--- src/rtl/dspx_pkg.sv ---
package dspx_pkg;

    typedef enum logic [1:0] {
        OP_QADD = 2'd0,
        OP_SMLA = 2'd1,
        OP_SAD  = 2'd2,
        OP_SADA = 2'd3
    } dsp_op_e;

    typedef enum logic [3:0] {
        CC_EQ = 4'h0, CC_NE = 4'h1, CC_CS = 4'h2, CC_CC = 4'h3,
        CC_MI = 4'h4, CC_PL = 4'h5, CC_VS = 4'h6, CC_VC = 4'h7,
        CC_HI = 4'h8, CC_LS = 4'h9, CC_GE = 4'hA, CC_LT = 4'hB,
        CC_GT = 4'hC, CC_LE = 4'hD, CC_AL = 4'hE, CC_NV = 4'hF
    } cond_e;

    localparam int FLAG_N = 3;
    localparam int FLAG_Z = 2;
    localparam int FLAG_C = 1;
    localparam int FLAG_V = 0;

endpackage

--- src/rtl/dspx_cond.sv ---
module dspx_cond
    import dspx_pkg::*;
(
    input  logic [3:0] cond,
    input  logic [3:0] flags,
    output logic       pass
);
    logic n, z, c, v;

    always_comb begin
        n = flags[FLAG_N];
        z = flags[FLAG_Z];
        c = flags[FLAG_C];
        v = flags[FLAG_V];
        unique case (cond_e'(cond))
            CC_EQ: pass = z;
            CC_NE: pass = !z;
            CC_CS: pass = c;
            CC_CC: pass = !c;
            CC_MI: pass = n;
            CC_PL: pass = !n;
            CC_VS: pass = v;
            CC_VC: pass = !v;
            CC_HI: pass = c && !z;
            CC_LS: pass = !c || z;
            CC_GE: pass = (n == v);
            CC_LT: pass = (n != v);
            CC_GT: pass = !z && (n == v);
            CC_LE: pass = z || (n != v);
            CC_AL: pass = 1'b1;
            default: pass = 1'b0;
        endcase
    end
endmodule

--- src/rtl/dspx_qadd.sv ---
module dspx_qadd #(
    parameter int W = 32
) (
    input  logic [W-1:0] a,
    input  logic [W-1:0] b,
    output logic [W-1:0] sum,
    output logic         clamp
);
    localparam logic [W-1:0] POS_MAX = {1'b0, {(W-1){1'b1}}};
    localparam logic [W-1:0] NEG_MIN = {1'b1, {(W-1){1'b0}}};

    logic [W:0] wide;

    always_comb begin
        wide  = {a[W-1], a} + {b[W-1], b};
        clamp = wide[W] != wide[W-1];
        if (!clamp)      sum = wide[W-1:0];
        else if (wide[W]) sum = NEG_MIN;
        else              sum = POS_MAX;
    end
endmodule

--- src/rtl/dspx_smla.sv ---
module dspx_smla #(
    parameter int W = 32
) (
    input  logic [W-1:0] a,
    input  logic [W-1:0] b,
    input  logic [W-1:0] c,
    input  logic         hi_a,
    input  logic         hi_b,
    output logic [W-1:0] acc,
    output logic         ovf
);
    localparam int HW = W / 2;

    logic signed [HW-1:0] half_a, half_b;
    logic signed [W-1:0]  prod;
    logic        [W:0]    wide;

    always_comb begin
        half_a = hi_a ? a[W-1:HW] : a[HW-1:0];
        half_b = hi_b ? b[W-1:HW] : b[HW-1:0];
        prod   = W'(half_a) * W'(half_b);
        wide   = {prod[W-1], prod} + {c[W-1], c};
        ovf    = wide[W] != wide[W-1];
        acc    = wide[W-1:0];
    end
endmodule

--- src/rtl/dspx_sad.sv ---
module dspx_sad #(
    parameter int W    = 32,
    parameter int LANE = 8
) (
    input  logic [W-1:0] a,
    input  logic [W-1:0] b,
    input  logic [W-1:0] c,
    output logic [W-1:0] sad,
    output logic [W-1:0] sad_acc
);
    localparam int LANES = W / LANE;

    logic [LANE-1:0] diff [LANES];

    for (genvar g = 0; g < LANES; g++) begin : g_lane
        logic [LANE-1:0] la, lb;
        assign la = a[g*LANE +: LANE];
        assign lb = b[g*LANE +: LANE];
        assign diff[g] = (la > lb) ? (la - lb) : (lb - la);
    end

    always_comb begin
        sad = '0;
        for (int i = 0; i < LANES; i++) begin
            sad = sad + W'(diff[i]);
        end
        sad_acc = sad + c;
    end
endmodule

--- src/rtl/dspx_unit.sv ---
module dspx_unit
    import dspx_pkg::*;
#(
    parameter int W = 32
) (
    input  logic         clk,
    input  logic         rst,
    input  logic         in_valid,
    input  logic [1:0]   op,
    input  logic         hsel_a,
    input  logic         hsel_b,
    input  logic [3:0]   cond,
    input  logic [3:0]   flags,
    input  logic [W-1:0] opnd_a,
    input  logic [W-1:0] opnd_b,
    input  logic [W-1:0] opnd_c,
    input  logic         sat_clr,
    output logic         out_valid,
    output logic         out_we,
    output logic [W-1:0] out_result,
    output logic         sat_sticky
);
    typedef struct packed {
        logic         valid;
        logic         we;
        logic         sticky;
        logic [W-1:0] result;
    } unit_st_t;

    unit_st_t st_d, st_q;

    logic         cond_ok;
    logic [W-1:0] qadd_res, smla_res, sad_res, sada_res, pick_res;
    logic         qadd_sat, smla_ovf, pick_evt;

    dspx_cond i_cond (
        .cond  (cond),
        .flags (flags),
        .pass  (cond_ok)
    );

    dspx_qadd #(.W(W)) i_qadd (
        .a     (opnd_a),
        .b     (opnd_b),
        .sum   (qadd_res),
        .clamp (qadd_sat)
    );

    dspx_smla #(.W(W)) i_smla (
        .a    (opnd_a),
        .b    (opnd_b),
        .c    (opnd_c),
        .hi_a (hsel_a),
        .hi_b (hsel_b),
        .acc  (smla_res),
        .ovf  (smla_ovf)
    );

    dspx_sad #(.W(W), .LANE(8)) i_sad (
        .a       (opnd_a),
        .b       (opnd_b),
        .c       (opnd_c),
        .sad     (sad_res),
        .sad_acc (sada_res)
    );

    always_comb begin
        unique case (dsp_op_e'(op))
            OP_QADD: begin pick_res = qadd_res; pick_evt = qadd_sat; end
            OP_SMLA: begin pick_res = smla_res; pick_evt = smla_ovf; end
            OP_SAD:  begin pick_res = sad_res;  pick_evt = 1'b0;     end
            default: begin pick_res = sada_res; pick_evt = 1'b0;     end
        endcase

        st_d       = st_q;
        st_d.valid = in_valid;
        st_d.we    = in_valid && cond_ok;
        if (sat_clr) st_d.sticky = 1'b0;
        if (in_valid && cond_ok) begin
            st_d.result = pick_res;
            if (pick_evt) st_d.sticky = 1'b1;
        end
    end

    always_ff @(posedge clk) begin
        if (rst) st_q <= '0;
        else     st_q <= st_d;
    end

    assign out_valid  = st_q.valid;
    assign out_we     = st_q.we;
    assign out_result = st_q.result;
    assign sat_sticky = st_q.sticky;
endmodule

--- config.mk ---
export PLATFORM = sky130hd
export DESIGN_NAME = dspx_unit
export DESIGN_NICKNAME = d
export VERILOG_FILES = /design/src/rtl/dspx_pkg.sv /design/src/rtl/dspx_cond.sv /design/src/rtl/dspx_qadd.sv /design/src/rtl/dspx_smla.sv /design/src/rtl/dspx_sad.sv /design/src/rtl/dspx_unit.sv
export SDC_FILE = /design/constraint.sdc
export NUM_CORES = 1
export LEC_CHECK = 0
export ABC_AREA = 0
export BUFFER_PORTS_ARGS = -buffer_cell sky130_fd_sc_hd__buf_2
export CORE_ASPECT_RATIO = 1.1
export CORE_MARGIN = 1.5
export CORE_UTILIZATION = 58
export DETAILED_ROUTE_END_ITERATION = 10
export GPL_TIMING_DRIVEN = 0
export PLACE_DENSITY = 0.77
export SYNTH_ARGS = -nofsm -noshare
export SYNTH_HDL_FRONTEND = slang
export SYNTH_SLANG_ARGS = --single-unit
export TNS_END_PERCENT = 30
--- constraint.sdc ---
create_clock -name clk -period 7 [get_ports clk]
set_input_delay 0.35 -clock clk [delete_from_list [all_inputs] [get_ports clk]]
set_output_delay 0.35 -clock clk [all_outputs]
set_load 0.02 [all_outputs]
==> flow_summary.ini, run 1 <==
[logic_synthesis]
ys_seq_area_frac = 0.0367
syn-cell-area_mm2 = 0.0191
yosys.area.top_type = fa_1
synth_common_cells = 453 x inv_1, 319 x fa_1, 239 x nor2_1
syn_nets = 2995
synth_edf_count = 0
synthFlopType = dfxtp_1
synth.avg_cell_area_um2 = 8.13
synth_seq_cells = 35
synthesis.instances = 2345
yosys-top-cells-area = fa_1 33%, ha_1 14%, inv_1 8.9%
yosysMostFrequentCell = inv_1
synth_warnings = 0
ys_types = 73
async_flop_share = 0
yosysTopAreaCellShare = 0.335

[floorplan]
initial_core_util = 0.589
die-area_mm2 = 0.0340
core_area_mm2 = 0.0324
die_width_um = 176
io_pins = 147
num_rows = 69
die_y_um = 193

[finish]
final_area_mm2 = 0.0218
nets = 3175
area_growth_pct = 14.3
drive_gt1_frac = 0.154
num-fill-cells = 2798

[setup_path]
critical_path_class = input pin to flip-flop
crit_path_start_kind = input pin
cp_slowest_stage_delay_ps = 460
critPathArrivalTime_ps = 7130
reg2reg_depth = 2
path_max_fanout = 10
critPathRequiredTime_ps = 7150
r2r-end = out_result[0]
r2r-start = out_result[0]
end_kind = flip-flop
r2r_slack_ps = 6120
crit_slowest_cell = fa_1
cpMostUsedCell = inv_1

[clock_tree]
clock-sinks = 35
worstSkewPairLatency_ps = 290
cts_max_level = 2
cts-buffers-inserted = 5
cts_tree = yes
cts.path.max_buffers = 2
root_buffer = clkbuf_16
hold_buffers = 0
path_clk_slew_ps = 60

[global_route]
grt_pass1_wl_um = 105000
grt_max_degree = 17
antenna_found_initial = 1
grt_overflow = 0
grt_pass1_vias = 18303
track_usage = 0.409

[timing]
setup_tns_ps = 0
finalCriticalPeriod_ps = 6980
post-route-period-util = 0.997
setup_viol = 0
finalHoldViolCount = 0
tightest_slew_ps = 909
fmax_ghz = 0.143
slew_headroom = 0.386
clock_skew_ps = 0
drv_slew = 0
rsz0062_at_grt = yes

[route]
wl_per_cell_um = 23.6
antenna_left = 0
drt_first_pass_iters = 9
drc = 4
drt-initial-drc-count = 1909
wl_um = 69600
routed_via_density = 6.19
route.vias.total = 18272

[flow_run]
drv_cap = 0

[hold_path]
worstHoldStart = in_valid
hold_depth = 2
hp-class = input pin to flip-flop
holdPathEnd = out_valid

[placed_design]
place_hpwl_um = 57800
numPortBuffers = 141
gp_congestion = 1.07
placed_cell_area_mm2 = 0.0203

[run_status]
status = complete, but fails checks
violations = DRC
==> how the worst max path moves through the flow <==
| stage | from | slack (ps) | to | depth (start not counted) |
|---|---|---|---|---|
| CTS | opnd_a[8] | 7 | out_result[21] | 36 |
| detailed placement | hsel_b | -1620 | out_result[30] | 26 |
| floorplan | hsel_a | 30 | sat_sticky | 27 |
| global placement | hsel_b | -1550 | out_result[30] | 26 |
| finish | opnd_a[0] | 20 | out_result[11] | 35 |
| global route | opnd_a[0] | -230 | out_result[31] | 35 |
==> stage by stage <==
step	worst slack [ps]	util	hold WS, ps	std cells
after floorplan	27.4	-	478	2345
after global placement	-1550	0.628	456	2912
after detailed placement	-1620	0.628	461	2914
after CTS	7.34	0.652	296	2930
after global routing	-227	0.673	300	2952
final	20.9	0.673	294	2954
==> state kept, by name (all words and copies together), names as in the netlist <==
name        count
out_valid       1
sat_sticky      1
out_result     32
out_we          1
==> worst max-delay path: cells and delay by family <==
family | cells | cell delay, ps
xor+xnor | 2 | 260
compound gates | 11 | 1980
simple gates | 5 | 860
mux | 1 | 340
buf+inv | 9 | 1010
fa+ha+maj | 7 | 2320
==> layer usage <==
metal  GRT usage  vias up  part of all wire
met4       0.255        2             0.083
met2       0.677     1090              0.46
met1       0.488     8923              0.35
met3      0.0820      344              0.10
met5           0        -           0.00019
li1            -     7913                 -
==> timing repair <==
action | in CTS | in global routing
pin swaps | 17 | 44
gates resized for setup | 131 | 116
setup endpoints to repair | 24 | 24
setup buffers | 19 | 24
==> layout by cell type (no fill, tap or decap), types with 11 or more instances in the layout <==
master    synthesis  routed
nor2b_1          20      18
nand2b_1         16      16
buf_4             4      48
nand3_1          25      24
fa_1            319     315
clkbuf_1         67      36
o21bai_1         21      20
ha_1            219     207
inv_1           453     449
dfxtp_1          35      35
nor3_1           27      26
a211oi_1         16      14
a21oi_2           0      14
a21o_1           29      29
xnor2_1          83      78
a21oi_1         103      89
o21ai_4           0      16
o211ai_1         11      11
xor2_1           36      35
nand4_1          15      15
or2_2            14      14
a311oi_1         20      18
nand2_1         210     204
mux2i_1          35      27
nor2_1          239     234
o21ai_0          98      84
o21a_1           35      20
mux2_2           13      11
buf_2             3     145
o21a_2            0      11
==> final cells by class <==
type | instances | area (µm²) | area share
Sequential cell | 35 | 701 | 0.0322
Multi-Input combinational cell | 1773 | 17100 | 0.786
Tap cell | 426 | 533 | 0.0245
Antenna cell | 2 | 5.00 | 0.000230
Inverter | 456 | 1720 | 0.0789
Clock buffer | 5 | 125 | 0.00574
Clock inverter | 3 | 43.8 | 0.00201
Buffer | 68 | 433 | 0.0199
Timing Repair Buffer | 186 | 1100 | 0.0504
==> cells by family (layout without fill, tap and decap cells) <==
logic type      Yosys count  in the layout  synth area share
compound gates          450            450             0.154
xor+xnor                120            120            0.0555
simple gates            617            617             0.142
mux                      48             48            0.0260
buf+inv                 537            718             0.107
other cells               0              2                 0
flops                    35             35            0.0367
fa+ha+maj               538            538             0.478
Power of run 1 is left out: the tool's default activity adds up to more than one toggle a clock period on the data nets, which glitch-free logic cannot reach.
==> run 2: changes to the inputs <==
CORE_UTILIZATION = 64   (was 58)
PLACE_DENSITY = default   (was 0.77)
PLACE_DENSITY_LB_ADDON = 0.2   (was default)
clock period = 7.2 ns   (was 7 ns; I/O delays follow)
==> run 2 against run 1 <==
  * Non-clock buffer count shrank 15
  * Clock skew stayed put
  * Critical path type unchanged
  * Critical endpoint is now out_result[25]
  * The flow now finishes without violations
  * Utilization rose by 5.7 points
  * Largest cell class unchanged
==> flow_summary.ini, run 2 (same netlist as run 1, synthesis figures left out) <==
[run_status]
status = finished, final reports clean

[flow_run]
drv_cap = 0

[global_route]
grt_overflow = 0
grt_max_degree = 17
grt_pass1_wl_um = 105000
grt_pass1_vias = 18734
track_usage = 0.457
antenna_found_initial = 2

[finish]
drive_gt1_frac = 0.143
final_area_mm2 = 0.0215
most-common-layout-cells = 450 x inv_1, 313 x fa_1, 234 x nor2_1, 207 x nand2_1, 206 x ha_1
final_common_cell = inv_1
nets = 3160
area_growth_pct = 12.9
num_antenna_cells = 0
largest_register_ff_count = 32

[placed_design]
gp_congestion = 1.02
numPortBuffers = 141
placed_cell_area_mm2 = 0.0202
place_hpwl_um = 57900

[route]
route.vias.total = 18275
wl_per_cell_um = 24.3
drt-initial-drc-count = 1842
antenna_left = 0
routed_via_density = 6.33
wl_um = 70000
drc = 0
drt_first_pass_iters = 6

[floorplan]
initial_core_util = 0.647
num_rows = 66
die_width_um = 168
core_area_mm2 = 0.0295
io_pins = 147
die-area_mm2 = 0.0309
die_y_um = 184

[clock_tree]
path_clk_slew_ps = 50
cts_max_level = 2
worstSkewPairLatency_ps = 280
clock-sinks = 35
root_buffer = clkbuf_16
cts.path.max_buffers = 2
hold_buffers = 0
cts_tree = yes
cts-buffers-inserted = 5

[setup_path]
critPathArrivalTime_ps = 7300
r2r_slack_ps = 6330
r2r-start = out_result[0]
path_max_fanout = 10
crit_end = out_result[25]
r2r-end = out_result[0]
critPathRequiredTime_ps = 7380
end_kind = flip-flop
startpoint = hsel_a
reg2reg_depth = 2
critical_path_class = input pin to flip-flop
crit_path_start_kind = input pin

[timing]
drv_slew = 0
setup_viol = 0
fmax_ghz = 0.140
tightest_slew_ps = 946
clock_skew_ps = 0
finalHoldViolCount = 0
post-route-period-util = 0.989
rsz0062_at_grt = yes
finalCriticalPeriod_ps = 7120
slew_headroom = 0.361

[hold_path]
hp-class = input pin to flip-flop
==> run 2: cell count changes in the layout (fill, tap and decap cells not counted), sizes merged <==
cell    change
buf        -18
bufinv      +1
clkbuf      +4
clkinv      -1
diode       -2
inv         -1
==> run 2: how the worst min path moves through the flow <==
stage | start | end | slack, ps | cells after the start
after floorplan | in_valid | out_valid | 490 | 1
after global placement | sat_sticky | sat_sticky | 450 | 2
after detailed placement | sat_sticky | sat_sticky | 470 | 2
final | in_valid | out_valid | 310 | 2
after CTS | in_valid | out_valid | 320 | 2
after global routing | in_valid | out_valid | 340 | 2
==> run 2: through the flow <==
step	instances	setup slack, ps	setup TNS (ps)	hold slack [ps]	util
floorplan	2345	83.7	0	488	-
global placement	2860	-1650	-21120	452	0.687
detailed placement	2860	-1670	-22750	475	0.687
CTS	2873	17.5	0	322	0.711
global route	2885	-95.6	-194	344	0.731
finish	2885	82.3	0	306	0.731
==> run 2: timing repair <==
| action | CTS | global route |
|---|---|---|
| resized for setup | 119 | 115 |
| hold endpoints to repair | 0 | 0 |
| buffers inserted | 15 | 14 |
| endpoints found under the setup margin | 24 | 24 |
| pin swaps | 8 | 42 |
==> run 2: critical path: stages <==
cell and delay [ps]:
buf_6 130, buf_12 150, buf_6 170, o21ai_4 480, nand2_1 180, fa_1 540
fa_1 520, fa_1 520, inv_1 60, fa_1 530, inv_1 50, fa_1 470
inv_1 50, fa_1 440, ha_1 410, and4_1 270, and2_1 180, a32oi_2 140
o21ai_2 260, a21oi_1 130, o21ai_0 290, xor2_1 200, o21ai_0 130, or2_2 350
a311oi_1 290
==> run 2: layout make-up <==
type	count	area [µm²]
inverter	456	1720
tap	374	468
clock inverter	2	60.1
clock buffer	6	129
multi-input combinational	1773	17100
timing repair buffer	170	948
fill	2316	7940
sequential	35	701
buffer	69	427
==> run 2: layer usage <==
layer | track usage | vias up | part of all wire
li1 | - | 7893 | -
met1 | 0.524 | 8849 | 0.35
met2 | 0.763 | 1168 | 0.46
met3 | 0.0960 | 361 | 0.099
met4 | 0.334 | 4 | 0.090
met5 | 0 | - | 0.00037
Power of run 2 is left out for the same reason.
